$ cat config.mk
export PLATFORM = sky130hd
export DESIGN_NAME = dma_chan_seq
export DESIGN_NICKNAME = d
export VERILOG_FILES = /design/src/rtl/dma_seq_pkg.sv /design/src/rtl/dma_seq_req.sv /design/src/rtl/dma_seq_flags.sv /design/src/rtl/dma_chan_seq.sv
export SDC_FILE = /design/constraint.sdc
export NUM_CORES = 1
export LEC_CHECK = 0
export CAP_MARGIN = 40
export CORE_UTILIZATION = 42
export DETAILED_ROUTE_END_ITERATION = 16
export RECOVER_POWER = 50
export SLEW_MARGIN = 20
export SYNTH_ARGS = -nofsm -noshare
export SYNTH_HDL_FRONTEND = slang
export SYNTH_SLANG_ARGS = --single-unit
$ cat constraint.sdc
create_clock -name clk -period 3.5 [get_ports clk]
set_input_delay 0.7 -clock clk [delete_from_list [all_inputs] [get_ports clk]]
set_output_delay 0.7 -clock clk [all_outputs]
set_load 0.05 [all_outputs]
$ cat src/rtl/dma_seq_pkg.sv
package dma_seq_pkg;
    typedef enum logic [1:0] {
        UNIT_ITEM  = 2'd0,
        UNIT_BLOCK = 2'd1,
        UNIT_ALL   = 2'd2
    } unit_e;

    typedef enum logic [1:0] {
        SRC_HW_BURST  = 2'd0,
        SRC_SW        = 2'd1,
        SRC_HW_SINGLE = 2'd2
    } src_e;

    localparam int FLAG_ITEM = 0;
    localparam int FLAG_BLK  = 1;
    localparam int FLAG_TXN  = 2;
    localparam int NFLAGS    = 3;
endpackage

$ cat src/rtl/dma_seq_req.sv
module dma_seq_req
    import dma_seq_pkg::*;
(
    input  logic       clk,
    input  logic       rst_n,
    input  logic       enable,
    input  logic       dir,
    input  logic       sw_req,
    input  logic [1:0] hw_burst_req,
    input  logic [1:0] hw_single_req,
    input  logic       take,
    output logic       pend_valid,
    output src_e       pend_src
);
    typedef struct packed {
        logic burst;
        logic sw;
        logic single;
    } pend_t;

    pend_t pend_d, pend_q;

    always_comb begin
        pend_d = pend_q;
        if (take) begin
            if (pend_q.burst)   pend_d.burst  = 1'b0;
            else if (pend_q.sw) pend_d.sw     = 1'b0;
            else                pend_d.single = 1'b0;
        end
        pend_d.burst  = pend_d.burst  | hw_burst_req[dir];
        pend_d.sw     = pend_d.sw     | sw_req;
        pend_d.single = pend_d.single | hw_single_req[dir];
        if (!enable) pend_d = '0;
    end

    always_ff @(posedge clk or negedge rst_n) begin
        if (!rst_n) pend_q <= '0;
        else        pend_q <= pend_d;
    end

    assign pend_valid = pend_q.burst | pend_q.sw | pend_q.single;
    assign pend_src   = pend_q.burst ? SRC_HW_BURST :
                        pend_q.sw    ? SRC_SW : SRC_HW_SINGLE;

    // a disabled channel keeps nothing pending
    p_drop_when_off_r7: assert property (@(posedge clk) disable iff (!rst_n)
        !enable |=> !pend_valid);
endmodule

$ cat src/rtl/dma_seq_flags.sv
module dma_seq_flags
    import dma_seq_pkg::*;
(
    input  logic              clk,
    input  logic              rst_n,
    input  logic [NFLAGS-1:0] set,
    input  logic [NFLAGS-1:0] clr,
    input  logic [NFLAGS-1:0] mask,
    output logic [NFLAGS-1:0] flags,
    output logic              irq
);
    logic [NFLAGS-1:0] flags_d, flags_q;

    always_comb begin
        flags_d = (flags_q & ~clr) | set;
    end

    always_ff @(posedge clk or negedge rst_n) begin
        if (!rst_n) flags_q <= '0;
        else        flags_q <= flags_d;
    end

    assign flags = flags_q;
    assign irq   = |(flags_q & mask);

    // a transaction end is always also a block end
    p_txn_implies_blk_r10: assert property (@(posedge clk) disable iff (!rst_n)
        set[FLAG_TXN] |-> set[FLAG_BLK]);

    for (genvar i = 0; i < NFLAGS; i++) begin : g_sticky
        // flags stay set unless cleared
        p_sticky_r10: assert property (@(posedge clk) disable iff (!rst_n)
            (flags_q[i] && !clr[i]) |=> flags_q[i]);
    end
endmodule

$ cat src/rtl/dma_chan_seq.sv
module dma_chan_seq
    import dma_seq_pkg::*;
#(
    parameter int BLK_W  = 8,
    parameter int ITEM_W = 16
) (
    input  logic              clk,
    input  logic              rst_n,
    input  logic              cfg_enable,
    input  logic [1:0]        cfg_mode,
    input  logic              cfg_dir,
    input  logic              cfg_ack_at_end,
    input  logic [BLK_W-1:0]  cfg_blk_cnt,
    input  logic [ITEM_W-1:0] cfg_item_cnt,
    input  logic              sw_req,
    input  logic [1:0]        hw_burst_req,
    input  logic [1:0]        hw_single_req,
    output logic              req_ack,
    output logic              beat_req,
    input  logic              beat_done,
    output logic              txn_active,
    input  logic [2:0]        st_clr,
    input  logic [2:0]        irq_mask,
    output logic [2:0]        st_flags,
    output logic              irq
);
    localparam int ICW = ITEM_W + 1;
    localparam int BCW = BLK_W + 1;
    localparam logic [ICW-1:0] ONE_I = ICW'(1);
    localparam logic [BCW-1:0] ONE_B = BCW'(1);

    typedef struct packed {
        logic           busy;
        logic           in_txn;
        unit_e          unit;
        logic           unit_hw;
        logic           ack;
        logic [ICW-1:0] item_len;
        logic [ICW-1:0] items_left;
        logic [BCW-1:0] blks_left;
    } seq_t;

    seq_t st_d, st_q;
    logic [NFLAGS-1:0] flag_set;
    logic              take;
    logic              pend_valid;
    src_e              pend_src;
    logic              last_item, last_blk, unit_end;

    dma_seq_req u_req (
        .clk           (clk),
        .rst_n         (rst_n),
        .enable        (cfg_enable),
        .dir           (cfg_dir),
        .sw_req        (sw_req),
        .hw_burst_req  (hw_burst_req),
        .hw_single_req (hw_single_req),
        .take          (take),
        .pend_valid    (pend_valid),
        .pend_src      (pend_src)
    );

    always_comb begin
        st_d      = st_q;
        st_d.ack  = 1'b0;
        flag_set  = '0;
        take      = 1'b0;
        last_item = (st_q.items_left == ONE_I);
        last_blk  = (st_q.blks_left == ONE_B);
        unit_end  = 1'b0;
        if (st_q.busy) begin
            if (beat_done) begin
                if (!cfg_enable) begin
                    st_d.busy   = 1'b0;
                    st_d.in_txn = 1'b0;
                end else begin
                    flag_set[FLAG_ITEM] = 1'b1;
                    unit_end = (st_q.unit == UNIT_ITEM);
                    if (last_item) begin
                        flag_set[FLAG_BLK] = 1'b1;
                        st_d.items_left = st_q.item_len;
                        st_d.blks_left  = st_q.blks_left - ONE_B;
                        if (st_q.unit == UNIT_BLOCK) unit_end = 1'b1;
                        if (last_blk) begin
                            flag_set[FLAG_TXN] = 1'b1;
                            st_d.in_txn = 1'b0;
                            unit_end    = 1'b1;
                        end
                    end else begin
                        st_d.items_left = st_q.items_left - ONE_I;
                    end
                    if (unit_end) begin
                        st_d.busy = 1'b0;
                        st_d.ack  = st_q.unit_hw & cfg_ack_at_end;
                    end
                end
            end
        end else if (!cfg_enable) begin
            st_d.in_txn = 1'b0;
        end else if (pend_valid) begin
            take         = 1'b1;
            st_d.busy    = 1'b1;
            st_d.unit_hw = (pend_src != SRC_SW);
            st_d.ack     = (pend_src != SRC_SW) & ~cfg_ack_at_end;
            if (pend_src == SRC_HW_SINGLE || cfg_mode == 2'd0 || cfg_mode == 2'd3)
                st_d.unit = UNIT_ITEM;
            else if (cfg_mode == 2'd1)
                st_d.unit = UNIT_BLOCK;
            else
                st_d.unit = UNIT_ALL;
            if (!st_q.in_txn) begin
                st_d.in_txn     = 1'b1;
                st_d.item_len   = {1'b0, cfg_item_cnt} + ONE_I;
                st_d.items_left = {1'b0, cfg_item_cnt} + ONE_I;
                st_d.blks_left  = {1'b0, cfg_blk_cnt} + ONE_B;
            end
        end
    end

    always_ff @(posedge clk or negedge rst_n) begin
        if (!rst_n) begin
            st_q      <= '0;
            st_q.unit <= UNIT_ITEM;
        end else begin
            st_q <= st_d;
        end
    end

    dma_seq_flags u_flags (
        .clk   (clk),
        .rst_n (rst_n),
        .set   (flag_set),
        .clr   (st_clr),
        .mask  (irq_mask),
        .flags (st_flags),
        .irq   (irq)
    );

    assign beat_req   = st_q.busy;
    assign req_ack    = st_q.ack;
    assign txn_active = st_q.in_txn;

    // work only runs inside an open transaction
    p_busy_in_txn_r9: assert property (@(posedge clk) disable iff (!rst_n)
        st_q.busy |-> st_q.in_txn);
    // an open transaction never has an empty item counter
    p_items_nonzero_r3: assert property (@(posedge clk) disable iff (!rst_n)
        st_q.in_txn |-> (st_q.items_left != '0));
    // an item unit ends right after its one beat
    p_item_one_beat_r2: assert property (@(posedge clk) disable iff (!rst_n)
        (st_q.busy && st_q.unit == UNIT_ITEM && beat_done) |=> !st_q.busy);
    // a disabled idle channel stays idle
    p_disabled_idle_r7: assert property (@(posedge clk) disable iff (!rst_n)
        (!cfg_enable && !st_q.busy) |=> !st_q.busy);
    // a beat completing while disabled leaves the channel idle and closed
    p_abort_idle_r11: assert property (@(posedge clk) disable iff (!rst_n)
        (st_q.busy && beat_done && !cfg_enable) |=> (!st_q.busy && !st_q.in_txn));
endmodule

==> results by group <==
Placed design
  – Detailed Place HPWL: ~6900 um
  – Pre-CTS WS: between 0.5 and 0.6 ns
  – Placed Cells: 538
  – RD Place Congestion: 0.8852
  – Buffers added on ports: 49
  – Placed Area: 0.004070 mm2

Power
  – Pwr per Cell Area: a little over 600 mW/mm2
  – Peak VDD IR: 0.0003491 V
  – Pleak: 0.001670 uW

Clocking
  – Cts hold-fix bufs: 0
  – Post-CTS sizing: 0
  – Clk root buf: clkbuf_8
  – TritonCTS Buffers: 5
  – CTS Buffer Depth: 2
  – Htree depth: 2
  – TritonCTS clock tree: done
  – Clock Sinks: between 50 and 60
  – Post CTS Setup Buffer Count: 0
  – Clk_lat worst skew: 0.31 ns
  – Clock transition at path regs: approximately 0.090 ns

Synthesis
  – Syn Nets: 442
  – Sequential share of the synthesized area: around two fifths
  – Top cells by area, synth: dfrtp_1 40%, o21ai_0 5.1%, nand2_1 4.6%
  – Post-synth top area cell: dfrtp_1
  – Fraction of synthesis flops using an asynchronous set or reset pin: 100.0%
  – Cells after Synth: between 300 and 400
  – Top-area cell type share of the netlist area: about two fifths
  – Most common cell in the netlist: dfrtp_1
  – Synthesized area: 0.003445 mm2
  – Primary FF master, synth: dfrtp_1
  – Synth Area per Inst: a little under 9 um2
  – Synthesis warning total: 0
  – EDFF count, synth: 0
  – Synth unique cells: 59
  – Synth cell count leaders: 55 x dfrtp_1, 42 x nand2_1, 35 x o21ai_0
  – Post-synthesis sequential element count: 55

Outcome
  – Outcome: complete, no violations

Global route
  – Global route total overflow: 0
  – First-pass GRT wire length: approximately 15000 um
  – Initial antenna violation count: 0
  – Largest net degree at the start of global routing: 25
  – Vias in the first global route: between 3000 and 4000
  – Gr usage total: a little under a quarter

Die
  – Core area: 0.007848 mm2
  – Die footprint: around 0.0086 mm2
  – Die width: just over 90 um
  – Die Y: just over 90 um
  – Top-Level Pins: 50
  – Initial Util: a little over two fifths
  – Row cnt: 32

Timing
  – Fin crit share: 82.49%
  – Worst-Margin Slew: about 1.2 ns
  – Max Clock Freq: 346.4 MHz
  – Setup Skew: between 0.006 and 0.007 ns
  – Relative slew slack: 20.78%
  – Final Hold Fails: 0
  – Setup-failing EPs final: 0
  – Final worst setup slack: 0.6129 ns
  – Minimum clock period: a little under 3 ns
  – RSZ-0062 raised after global routing: no
  – Setup TNS: 0 ns
  – Final slew viol count: 0

Route
  – Number of iterations in the first detailed-routing pass: 5
  – Drt wl/cell: ~17 um
  – Post-Route WL: a little over 9000 um
  – DR iter-0 viols: 198
  – Post-route ant nets: 0
  – DRC Markers: 0
  – Avg Vias per Cell: about 5.9
  – Vias: ~3200

Critical path
  – Startpoint Class: primary input
  – Critical path endpoint category: output port
  – Arr. time, crit path: between 2 and 2.5 ns
  – Crit path required time: around 2.8 ns
  – Crit-path max FO: 1
  – WS Path Type: in -> out

Cells and area
  – Final Cell Area: approximately 0.0041 mm2
  – FF+latch area: 0.001376 mm2
  – Layout Cells excl Fill: 546
  – ANT cells: 0
  – Syn-to-layout area delta: 19.58%
  – Fillers: between 700 and 800
  – Share of cells above drive strength 1: under 10%
  – Area of the multi-input gates: between 0.0015 and 0.002 mm2
  – Nets: 492

Job
  – Max_cap viols: 0

Worst hold path
  – Min-delay worst type: reg -> reg
## placed cells by master (no fill, tap or decap), types with 7 or more instances in the layout
cell type,Yosys,routed
a21o_1,8,8
a21oi_1,22,22
clkdlybuf4s50_1,0,47
dfrtp_1,55,55
inv_1,15,15
nand2_1,42,42
nand3_1,19,19
nand4_1,11,11
nor2_1,31,31
nor3_1,9,9
nor4_1,7,7
o21ai_0,35,35
o31ai_1,7,7
xnor2_1,13,13
xor2_1,12,12
## kinds of logic (layout without fill, tap and decap cells)
logic type	count (synthesis)	in the layout	share of synthesized area (%)
XOR/XNOR	25	25	6.357
AO/OA/AOI/OAI	114	114	21.58
buffers and inverters	31	82	3.923
multiplexers	6	6	1.816
adder cells (fa/ha/maj)	6	6	2.179
AND/OR/NAND/NOR	156	156	24.19
flip-flops	55	55	39.96
## state kept, by name, indices dropped and copies added, names as in the netlist
register	cells
st_q	46
txn_active	1
u_flags.flags	3
u_req.pend_q	3
req_ack	1
beat_req	1
## worst max-delay path, stage by stage
cell and delay [ns]:
clkdlybuf4s50_1 0.40, a222oi_1 0.32, inv_1 0.07, clkdlybuf4s50_1 0.70
## metrics by stage
| step | util, % | hold slack, ns | total power (uW) |
|---|---|---|---|
| after floorplan | - | 0.4044 | 1855 |
| after global placement | 51.51 | 0.4559 | 2169 |
| after detailed placement | 51.87 | 0.4639 | 2199 |
| after CTS | 52.90 | 0.3454 | 2546 |
| after global routing | 52.49 | 0.5113 | 2723 |
| final | 52.49 | 0.4815 | 2538 |
## where the power goes
part / switching, uW / internal (uW) / total, uW / leakage (uW)
logic: 559 / 460 / 1020 / 0.000943
clock network: 206 / 141 / 347 / 0.0000422
registers: 294 / 879 / 1170 / 0.000684
total: 1060 / 1480 / 2540 / 0.00167
## cell type report
cell class,instances,area share [%]
Tap cell,102,3.098
Timing Repair Buffer,58,13.12
Clock inverter,1,0.1215
Clock buffer,7,1.853
Sequential cell,55,33.41
Inverter,16,1.458
Multi-Input combinational cell,307,46.93
## per-layer routing
metal	share of wire (%)	vias up	global-route usage, %
li1	-	1561	-
met1	49	1573	32.74
met2	45	82	35.43
met3	4.0	20	3.612
met4	2.3	0	8.203
met5	0	-	0
## final timing paths
path / startpoint / endpoint / slack, ns / cells after the start
max in group asynchronous: rst_n / st_q[29]$_DFFE_PN0P_ / 1.06 / 3
min in group asynchronous: rst_n / st_q[41]$_DFFE_PN0P_ / 0.52 / 1
max: irq_mask[0] / irq / 0.61 / 4
min: st_q[37]$_DFFE_PN0P_ / st_q[37]$_DFFE_PN0P_ / 0.48 / 2
max reg2reg: st_q[10]$_DFFE_PN0P_ / st_q[22]$_DFFE_PN0P_ / 0.73 / 7
min reg2reg: st_q[37]$_DFFE_PN0P_ / st_q[37]$_DFFE_PN0P_ / 0.48 / 2
(Power assumes the default switching activity.)
